**config.mk**
```make
export PLATFORM = sky130hd
export DESIGN_NAME = fsk_tone_synth
export DESIGN_NICKNAME = d
export VERILOG_FILES = /design/src/rtl/fsk_pkg.sv /design/src/rtl/fsk_in_sync.sv /design/src/rtl/fsk_phase_acc.sv /design/src/rtl/fsk_sine_lut.sv /design/src/rtl/fsk_tone_synth.sv
export SDC_FILE = /design/constraint.sdc
export NUM_CORES = 1
export LEC_CHECK = 0
export ABC_AREA = 0
export CORE_MARGIN = 10
export CORE_UTILIZATION = 45
export CTS_BUF_LIST = sky130_fd_sc_hd__clkbuf_8
export DETAILED_ROUTE_END_ITERATION = 16
export PLACE_DENSITY = 0.7
export SLEW_MARGIN = 15
export SYNTH_ARGS = -nofsm -noshare
export SYNTH_HDL_FRONTEND = slang
export SYNTH_HIERARCHICAL = 1
export SYNTH_SLANG_ARGS = --single-unit
```
**constraint.sdc**
```tcl
create_clock -name clk -period 4.2 [get_ports clk]
set_input_delay 0.42 -clock clk [delete_from_list [all_inputs] [get_ports clk]]
set_output_delay 0.42 -clock clk [all_outputs]
set_load 0.005 [all_outputs]
```
**src/rtl/fsk_pkg.sv**
```systemverilog
package fsk_pkg;

  // Phase step per clock for a tone: round(tone * 2^acc_w / clk)
  function automatic longint tone_step(longint tone_hz, longint clk_hz, int acc_w);
    longint scaled;
    scaled = tone_hz <<< acc_w;
    return (scaled + clk_hz / 2) / clk_hz;
  endfunction

  // Quarter-wave magnitude at table point u of qn points per quarter.
  // Rational sine approximation over the half wave, scaled to amp.
  function automatic int quarter_sine(int u, int qn, int amp);
    longint h;
    longint p;
    longint num;
    longint den;
    h   = 2 * longint'(qn);
    p   = longint'(u) * (h - longint'(u));
    num = 4 * p * longint'(amp);
    den = (5 * h * h) / 4 - p;
    return int'((num + den / 2) / den);
  endfunction

endpackage

```
**src/rtl/fsk_in_sync.sv**
```systemverilog
module fsk_in_sync #(
  parameter int W      = 2,
  parameter int STAGES = 2
) (
  input  logic         clk,
  input  logic         rst_n,
  input  logic [W-1:0] d,
  output logic [W-1:0] q
);

  generate
    if (STAGES == 0) begin : g_pass
      assign q = d;
    end else begin : g_chain
      logic [W-1:0] chain [STAGES];
      always_ff @(posedge clk) begin
        if (!rst_n) begin
          for (int i = 0; i < STAGES; i++) chain[i] <= '0;
        end else begin
          chain[0] <= d;
          for (int i = 1; i < STAGES; i++) chain[i] <= chain[i-1];
        end
      end
      assign q = chain[STAGES-1];
    end
  endgenerate

endmodule

```
**src/rtl/fsk_phase_acc.sv**
```systemverilog
module fsk_phase_acc #(
  parameter int               ACC_W     = 24,
  parameter logic [ACC_W-1:0] MARK_INC  = '0,
  parameter logic [ACC_W-1:0] SPACE_INC = '0
) (
  input  logic             clk,
  input  logic             rst_n,
  input  logic             enable,
  input  logic             tone_bit,
  output logic [ACC_W-1:0] step_sel,
  output logic [ACC_W-1:0] phase_q,
  output logic             run_q
);

  // Only the step is switched; the accumulator carries its phase across bits.
  assign step_sel = tone_bit ? MARK_INC : SPACE_INC;

  always_ff @(posedge clk) begin
    if (!rst_n) begin
      phase_q <= '0;
      run_q   <= 1'b0;
    end else if (!enable) begin
      phase_q <= '0;
      run_q   <= 1'b0;
    end else begin
      phase_q <= phase_q + step_sel;
      run_q   <= 1'b1;
    end
  end

endmodule

```
**src/rtl/fsk_sine_lut.sv**
```systemverilog
module fsk_sine_lut #(
  parameter int ACC_W  = 24,
  parameter int ADDR_W = 8,
  parameter int OUT_W  = 10
) (
  input  logic                    clk,
  input  logic                    rst_n,
  input  logic                    run,
  input  logic [ACC_W-1:0]        phase,
  output logic signed [OUT_W-1:0] sample
);
  import fsk_pkg::*;

  localparam int QN  = 1 << (ADDR_W - 2);
  localparam int AMP = (1 << (OUT_W - 1)) - 1;

  logic [OUT_W-2:0] qtab [QN+1];

  genvar g;
  generate
    for (g = 0; g <= QN; g++) begin : g_tab
      assign qtab[g] = (OUT_W-1)'(quarter_sine(g, QN, AMP));
    end
  endgenerate

  logic [ADDR_W-1:0]        addr;
  logic [1:0]               quad;
  logic [ADDR_W-3:0]        off;
  logic [ADDR_W-2:0]        idx;
  logic [OUT_W-2:0]         mag;
  logic signed [OUT_W-1:0]  sval;

  assign addr = phase[ACC_W-1 -: ADDR_W];
  assign quad = addr[ADDR_W-1 -: 2];
  assign off  = addr[ADDR_W-3:0];

  always_comb begin
    // Odd quadrants run the quarter table backwards, upper half is negated.
    if (quad[0]) idx = (ADDR_W-1)'(QN) - {1'b0, off};
    else         idx = {1'b0, off};
    mag  = qtab[idx];
    sval = quad[1] ? -$signed({1'b0, mag}) : $signed({1'b0, mag});
  end

  always_ff @(posedge clk) begin
    if (!rst_n)    sample <= '0;
    else if (!run) sample <= '0;
    else           sample <= sval;
  end

endmodule

```
**src/rtl/fsk_tone_synth.sv**
```systemverilog
module fsk_tone_synth #(
  parameter longint CLK_HZ      = 3686400,
  parameter longint MARK_HZ     = 1200,
  parameter longint SPACE_HZ    = 2200,
  parameter int     ACC_W       = 24,
  parameter int     ADDR_W      = 8,
  parameter int     OUT_W       = 10,
  parameter int     SYNC_STAGES = 2
) (
  input  logic                    clk,
  input  logic                    rst_n,
  input  logic                    tx_req,
  input  logic                    tx_bit,
  output logic signed [OUT_W-1:0] sample_out
);
  import fsk_pkg::*;

  localparam logic [ACC_W-1:0] MARK_INC  = ACC_W'(tone_step(MARK_HZ, CLK_HZ, ACC_W));
  localparam logic [ACC_W-1:0] SPACE_INC = ACC_W'(tone_step(SPACE_HZ, CLK_HZ, ACC_W));

  // Named internal events, brought out for the checker
  logic             tx_en_s;
  logic             tone_bit_s;
  logic [ACC_W-1:0] step_sel;
  logic [ACC_W-1:0] phase_q;
  logic             run_q;

  fsk_in_sync #(.W(2), .STAGES(SYNC_STAGES)) u_sync (
    .clk   (clk),
    .rst_n (rst_n),
    .d     ({tx_req, tx_bit}),
    .q     ({tx_en_s, tone_bit_s})
  );

  fsk_phase_acc #(.ACC_W(ACC_W), .MARK_INC(MARK_INC), .SPACE_INC(SPACE_INC)) u_nco (
    .clk      (clk),
    .rst_n    (rst_n),
    .enable   (tx_en_s),
    .tone_bit (tone_bit_s),
    .step_sel (step_sel),
    .phase_q  (phase_q),
    .run_q    (run_q)
  );

  fsk_sine_lut #(.ACC_W(ACC_W), .ADDR_W(ADDR_W), .OUT_W(OUT_W)) u_lut (
    .clk    (clk),
    .rst_n  (rst_n),
    .run    (run_q),
    .phase  (phase_q),
    .sample (sample_out)
  );

endmodule

```
After elaboration in Yosys (flattened, before gate mapping)
Memories as Yosys holds them, arrays and structs flattened.
Index checks and enable logic that the tools add are counted.
Storage, ports and cells
  register bits: 35
  memory bits (read-only): 1152
  memories: 2
  latch bits: 0
  memory bits (writable): 4
  output and inout port bits: 10
Operators by class
  equal/unequal tests: 0
  divide/modulo/power cells: 0
  add/sub/neg operators: 3
  mux-type cells: 10
  magnitude comparators: 1
  shift-type cells: 0
  bitwise operators: 3
  reductions and logical operators: 3
  multipliers: 0
Memory list
  (name not given): depth 128, width 9, rd ports 1, clocked after memory_dff 0, wr ports 0, line fsk_sine_lut.sv:41  | mag = qtab[idx];
  u_sync.g_chain.chain: depth 2, width 2, rd ports 2, clocked after memory_dff 0, wr ports 2, line fsk_in_sync.sv:15  | logic [W-1:0] chain [STAGES];
Operators with widths (number)
  two-way mux 9 bit: 3
  adder 24 bit: 1
  two-way mux 14 bit: 1
  negator 9 -> 10 bit: 1
  >= comparator 8 bit, second input constant: 1
  inverter 7 -> 8 bit: 1
  two-way mux 7 bit: 1
  subtractor 7 x 6 -> 7 bit, first input constant: 1
  two-way mux 2 bit: 2
  AND reduction 2 bit: 2
  two-way mux 1 bit: 3
  AND reduction 3 bit: 1
  OR 1 bit: 2

Logic depth before layout (Yosys ltp)
Gate-level depths: netlist (run 1).
  word-level depth: 8
  mapped depth: 18

Hierarchy
Netlist (run 1), hierarchy kept.
By module, submodules not included
  fsk_sine_lut: area each 1934.4 sq um, cells an instance 258, instances 1
  fsk_phase_acc: area each 1515.2 sq um, cells an instance 174, instances 1
  fsk_in_sync: area each 120.1 sq um, cells an instance 10, instances 1

Worst setup path after synthesis (run 1)
Ideal clock, no wire load.
  kind: register to register
  start: reg u_nco.phase_q[16]
  end: reg u_lut.sample[8]
  data required time: 4.075 ns
  arrival: 3.689 ns
  path slack: 0.386 ns
  stages on the path, launching flop included: 19
  cell sequence: dfxtp_1 clkbuf_1 inv_1 ha_1 nand2_1 o21ai_2 ha_1 clkbuf_1 inv_1 o311ai_0 o21a_1 o2bb2ai_1 a32oi_1 inv_1 ha_1 and4_4 a41oi_1 xnor2_1 nor2_1
Between the ends
  cells in the longest elaborated chain, start to end: 8
RTL lines
  start, declared: line fsk_phase_acc.sv:11  | output logic [ACC_W-1:0] phase_q,
  start signal, assigned: line fsk_phase_acc.sv:26  | phase_q <= phase_q + step_sel;
  subtractor 7 x 6 -> 7 bit: line fsk_sine_lut.sv:39  | if (quad[0]) idx = (ADDR_W-1)'(QN) - {1'b0, off};
  two-way mux 7 bit *: line fsk_sine_lut.sv:39
  inverter 7 -> 8 bit (implied by the code) *: line fsk_sine_lut.sv:41
  memory (128 x 9 bit) *
  two-way mux 9 bit (implied by the code) * (2 in a row): line fsk_sine_lut.sv:41
  negator 9 -> 10 bit: line fsk_sine_lut.sv:42  | sval = quad[1] ? -$signed({1'b0, mag}) : $signed({1'b0, mag});
  two-way mux 9 bit *: line fsk_sine_lut.sv:42
  end signal, assigned: line fsk_sine_lut.sv:48  | else sample <= sval;
  end, declared: line fsk_sine_lut.sv:10  | output logic signed [OUT_W-1:0] sample
Every way passes the cells marked *; elsewhere a longest branch is shown, timed or not. The select of a mux whose other input is x is not followed.
A chain may end at the register's enable or synchronous reset.

Worst setup path after layout (run 1)
  start: reg u_nco.phase_q[17]
  end: reg u_lut.sample[9]
Between the ends
  cells in the longest elaborated chain, start to end: 7
RTL lines (line)
  subtractor 7 x 6 -> 7 bit: fsk_sine_lut.sv:39
  two-way mux 7 bit *: fsk_sine_lut.sv:39
  inverter 7 -> 8 bit (implied by the code) *: fsk_sine_lut.sv:41
  memory (128 x 9 bit) *
  two-way mux 9 bit (implied by the code) * (2 in a row): fsk_sine_lut.sv:41
  negator 9 -> 10 bit *: fsk_sine_lut.sv:42
Marked as above.

==> results of run 1 <==
==> metrics by stage <==
| stage | hold WS, ns | std cells | instance area [um2] | total power [mW] |
|---|---|---|---|---|
| after floorplan | 0.406 | 417 | 3390 | 0.410 |
| after global placement | 0.424 | 513 | 3590 | 0.416 |
| after detailed placement | 0.416 | 513 | 3590 | 0.417 |
| after CTS | 0.439 | 521 | 3680 | 0.670 |
| after global routing | 0.466 | 521 | 3680 | 0.692 |
| final | 0.434 | 521 | 3680 | 0.663 |
==> final cells by class <==
cell class,count,area [um2],share of cell area
clock inverters,3,16.3,0.00442
multi-input cells,328,2380,0.646
inverters,19,71.3,0.0194
repair buffers,28,243,0.0660
flip-flops and latches,39,781,0.212
clock buffers,5,68.8,0.0187
well taps,99,124,0.0337
==> worst min-delay path by stage <==
stage	from	end	slack, ns	cells past startpoint
2_1_floorplan	u_sync/g_chain.chain[0][0]	u_sync/g_chain.chain[0][2]	0.41	1
3_3_place_gp	u_sync/g_chain.chain[0][0]	u_sync/g_chain.chain[0][2]	0.42	1
3_5_place_dp	u_sync/g_chain.chain[0][0]	u_sync/g_chain.chain[0][2]	0.42	1
4_1_cts	u_sync/g_chain.chain[0][0]	u_sync/g_chain.chain[0][2]	0.44	1
5_1_grt	u_sync/g_chain.chain[0][0]	u_sync/g_chain.chain[0][2]	0.47	1
6_report	u_sync/g_chain.chain[0][0]	u_sync/g_chain.chain[0][2]	0.43	1
==> routing by layer <==
layer,wire length [um],up-vias,GRT usage
met2,3760,128,0.226
met5,0,-,0
met4,142,0,0.0426
li1,-,1555,-
met1,4040,1494,0.212
met3,649,21,0.0257
==> power breakdown <==
part | internal [mW] | total, mW | switching (mW)
Sequential | 0.374 | 0.377 | 0.00343
Combinational | 0.0131 | 0.0312 | 0.0181
Clock | 0.114 | 0.255 | 0.141
==> worst max-delay path, cell delays in order (launching register included) <==
cell and delay (ns):
dfxtp_1 0.35, inv_1 0.09, ha_1 0.34, nand2_1 0.09
o21ai_2 0.06, buf_4 0.18, ha_1 0.36, a2111oi_0 0.71
o31ai_1 0.16, o311ai_0 0.17, a31oi_1 0.29, a211oi_2 0.36
nand4_1 0.20, nor3_1 0.23, nor3_1 0.06
==> state kept, by name (all words and copies together), names as in the netlist <==
signal,flops
u_sync/g_chain.chain,4
u_lut/sample,10
u_nco/run_q,1
u_nco/phase_q,24
==> impl_metrics.env, run 1 <==
export IMPL_grt_total_usage=0.150
export IMPL_status="finished, final reports clean"
export IMPL_p_leak_nw=1.35
export IMPL_crit_fanout=11
export IMPL_rr_startpoint="u_nco/phase_q[17]"
export IMPL_ff2ff_setup_slack_ns=0.42
export IMPL_ant_nets=0
export IMPL_r2r_worst_path_cells=14
export IMPL_die_x_um=107
export IMPL_fmax_ghz=0.264
export IMPL_critPathLaunch="u_nco/phase_q[17]"
export IMPL_post_cts_buffers=0
export IMPL_grt_ovfl_total=0
export IMPL_fin_util=0.505
export IMPL_final_common_cell="nor2_1"
export IMPL_wl_per_cell_um=16.5
export IMPL_drt_pass1_iter_count=5
export IMPL_n_fill_cell=735
export IMPL_syn_nets=443
export IMPL_path_class="reg2reg"
export IMPL_ctsResizeCount=0
export IMPL_diodes=0
export IMPL_rr_endpoint="u_lut/sample[9]"
export IMPL_worstPathRequired_ns=4.38
export IMPL_setup_viol_count_final=0
export IMPL_holdBufCountCts=0
export IMPL_maxCapViolCount=0
export IMPL_gp_congestion=0.971
export IMPL_port_buffers=13
export IMPL_power_density_nw_per_um2=180
export IMPL_wl_mm=8.60
export IMPL_antenna_found_initial=0
export IMPL_drc=0
export IMPL_crit_arrival_ns=3.97
export IMPL_initial_core_util=0.465
export IMPL_final_nets=447
export IMPL_mostFrequentLayoutCells="nor2_1, dfxtp_1, nand2_1, ha_1, a21oi_1"
export IMPL_vias_per_cell=6.14
export IMPL_hold_viol_final=0
export IMPL_cts_tree="done"
export IMPL_skew_ns=0.0144
export IMPL_clk_latency_ns=0.30
export IMPL_grt_start_max_net_pins=31
export IMPL_cts_buffers=5
export IMPL_hp_class="reg2reg"
export IMPL_period_share=0.901
export IMPL_place_ws_ns=0.540
export IMPL_hpwl_mm=6.33
export IMPL_rsz0062_at_grt="no"
export IMPL_num_rows=31
export IMPL_slew_headroom=0.441
export IMPL_critPathCapture="u_lut/sample[9]"
export IMPL_cts_root_buf="clkbuf_8"
export IMPL_syn_inst=417
export IMPL_die_area_um2=11400
export IMPL_num_vias=3198
export IMPL_grt_pass1_vias=2874
export IMPL_startpoint_type="register"
export IMPL_cts_buffer_depth=2
export IMPL_ios=14
export IMPL_worst_pin_slew_ns=0.834
export IMPL_placeableCoreArea_um2=7290
export IMPL_yosys_warnings=6
export IMPL_clk_transition_reported_paths_ns=0.09
export IMPL_drtIter0Drc=334
export IMPL_period_minus_slack_ns=3.78
export IMPL_avgSynthCellArea_um2=8.13
export IMPL_htreeDepth=2
export IMPL_netlist_area_um2=3390
export IMPL_clock_sinks=39
export IMPL_ir_worst_vdd_v=0.000168
export IMPL_areaGrowthSynthToFinish_pct=8.56
export IMPL_layout_drive_gt1_share=0.126
export IMPL_die_h_um=107
export IMPL_end_kind="register"
export IMPL_grt_pass1_wl_mm=14.4
export IMPL_fin_setup_tns_ns=0
export IMPL_fin_ws_ns=0.418
export IMPL_drv_slew=0
No activity file was read; power rests on OpenSTA's default activity.
==> inputs of run 2 (changes only) <==
--- a/config.mk
+++ b/config.mk
@@ -8,7 +8,7 @@
 export ABC_AREA = 0
 export CORE_MARGIN = 10
 export CORE_UTILIZATION = 45
-export CTS_BUF_LIST = sky130_fd_sc_hd__clkbuf_8
+export CTS_BUF_LIST = sky130_fd_sc_hd__clkbuf_4 sky130_fd_sc_hd__clkbuf_8 sky130_fd_sc_hd__clkbuf_16
 export DETAILED_ROUTE_END_ITERATION = 16
 export PLACE_DENSITY = 0.7
 export SLEW_MARGIN = 15
==> constraint.sdc (replaced) <==
create_clock -name clk -period 4.48 [get_ports clk]
set_input_delay 0.448 -clock clk [delete_from_list [all_inputs] [get_ports clk]]
set_output_delay 0.448 -clock clk [all_outputs]
set_load 0.005 [all_outputs]
==> impl_metrics.env, run 2 (same netlist as run 1, synthesis figures left out) <==
export IMPL_cts_buffer_depth=2
export IMPL_skew_ns=0.00259
export IMPL_largest_reg_flops=24
export IMPL_areaGrowthSynthToFinish_pct=8.19
export IMPL_status="finished, final reports clean"
export IMPL_slew_headroom=0.491
export IMPL_cts_tree="done"
export IMPL_wl_per_cell_um=16.9
export IMPL_wl_met3_um=449
export IMPL_path_class="reg2reg"
export IMPL_crit_arrival_ns=4.13
export IMPL_post_cts_buffers=0
export IMPL_ant_nets=0
export IMPL_fmax_ghz=0.253
export IMPL_multi_input_area_um2=2380
export IMPL_hold_viol_final=0
export IMPL_gp_congestion=0.944
export IMPL_clk_transition_reported_paths_ns=0.08
export IMPL_wl_met2_mm=4.05
export IMPL_layout_drive_gt1_share=0.115
export IMPL_drtIter0Drc=244
export IMPL_placeableCoreArea_um2=7290
export IMPL_die_x_um=107
export IMPL_rsz0062_at_grt="no"
export IMPL_cts_buffers=5
export IMPL_final_nets=441
export IMPL_wl_mm=8.72
export IMPL_hpwl_mm=6.27
export IMPL_htreeDepth=2
export IMPL_top_regs="u_nco/phase_q x24, u_lut/sample x10, u_sync/g_chain.chain x4"
export IMPL_final_common_cell="nor2_1"
export IMPL_port_buffers=13
export IMPL_grt_pass1_wl_mm=14.9
export IMPL_drc=0
export IMPL_grt_total_usage=0.153
export IMPL_fin_area_um2=3670
export IMPL_wl_met1_mm=4.15
export IMPL_worst_pin_slew_ns=0.760
export IMPL_place_area_um2=3550
export IMPL_end_kind="register"
export IMPL_final_seq_area_um2=781
export IMPL_fin_ws_ns=0.521
export IMPL_antenna_found_initial=0
export IMPL_power_density_nw_per_um2=188
export IMPL_drv_slew=0
export IMPL_fin_setup_tns_ns=0
export IMPL_worstPathRequired_ns=4.65
export IMPL_die_h_um=107
export IMPL_drt_pass1_iter_count=5
export IMPL_maxCapViolCount=0
export IMPL_n_fill_cell=723
export IMPL_regMostFlops="u_nco/phase_q"
export IMPL_clock_sinks=39
export IMPL_period_minus_slack_ns=3.96
export IMPL_ctsResizeCount=0
export IMPL_hp_class="reg2reg"
export IMPL_mostFrequentLayoutCells="nor2_1, dfxtp_1, nand2_1, ha_1, a21oi_1"
export IMPL_dr_max_layer_used="met4"
export IMPL_power_mw=0.689
export IMPL_place_ws_ns=0.593
export IMPL_diodes=0
export IMPL_holdBufCountCts=0
export IMPL_grt_start_max_net_pins=31
export IMPL_initial_core_util=0.465
export IMPL_grt_ovfl_total=0
export IMPL_p_leak_nw=1.34
export IMPL_num_rows=31
export IMPL_period_share=0.884
export IMPL_startpoint_type="register"
export IMPL_num_vias=3095
export IMPL_vias_per_cell=6.01
export IMPL_ios=14
export IMPL_die_area_um2=11400
export IMPL_cts_root_buf="clkbuf_8"
export IMPL_crit_fanout=12
export IMPL_ir_worst_vdd_v=0.000252
export IMPL_clk_latency_ns=0.29
export IMPL_grt_pass1_vias=2989
export IMPL_setup_viol_count_final=0
==> run 2: cell count changes in the layout (fill, tap and decap cells not counted) <==
cell        change
clkbuf_8        +1
clkinvlp_4      -1
inv_1           -1
bufinv_16       +1
buf_4           -6
==> run 2: report_power, final <==
part | switching, mW | internal [mW] | total (mW)
Combinational | 0.0169 | 0.0123 | 0.0292
Clock | 0.126 | 0.180 | 0.306
Sequential | 0.00326 | 0.350 | 0.353
==> run 2: layout make-up <==
type                       count  share of cell area
inverter                      19              0.0194
timing repair buffer          22              0.0539
clock buffer                   6              0.0225
clock inverter                 2             0.00955
tap                           99              0.0338
multi-input combinational    328               0.648
sequential                    39               0.213
==> run 2: worst paths after layout <==
kind                                endpoint  cells after the start  slack (ns)                  startpoint
setup / recovery             u_lut/sample[8]                     16        0.52           u_nco/phase_q[16]
hold / removal    u_sync/g_chain.chain[0][2]                      1        0.44  u_sync/g_chain.chain[0][0]
setup reg to reg             u_lut/sample[8]                     16        0.52           u_nco/phase_q[16]
hold reg to reg   u_sync/g_chain.chain[0][2]                      1        0.44  u_sync/g_chain.chain[0][0]
==> run 2: through the flow <==
stage / instances / utilization / hold WS, ns
finish: 515 / 0.503 / 0.436
CTS: 515 / 0.503 / 0.435
global route: 515 / 0.503 / 0.454
detailed placement: 507 / 0.487 / 0.416
global placement: 507 / 0.487 / 0.407
floorplan: 417 / - / 0.406
==> run 2: critical path, cell delays in order (launching register included) <==
cell       delay (ns)
dfxtp_1          0.33
inv_1            0.13
ha_1             0.38
nand2_1          0.08
o21ai_2          0.25
ha_1             0.45
inv_1            0.21
o311ai_0         0.46
o21a_1           0.18
o2bb2ai_1        0.07
a32oi_1          0.35
inv_1            0.09
ha_1             0.21
and4_4           0.16
a41oi_1          0.27
xnor2_1          0.15
nor2_1           0.05
==> run 2: per-layer routing <==
layer  vias up  track usage
li1       1540            -
met1      1461        0.199
met2        87        0.252
met3         7       0.0305
met4         0       0.0377
met5         -            0
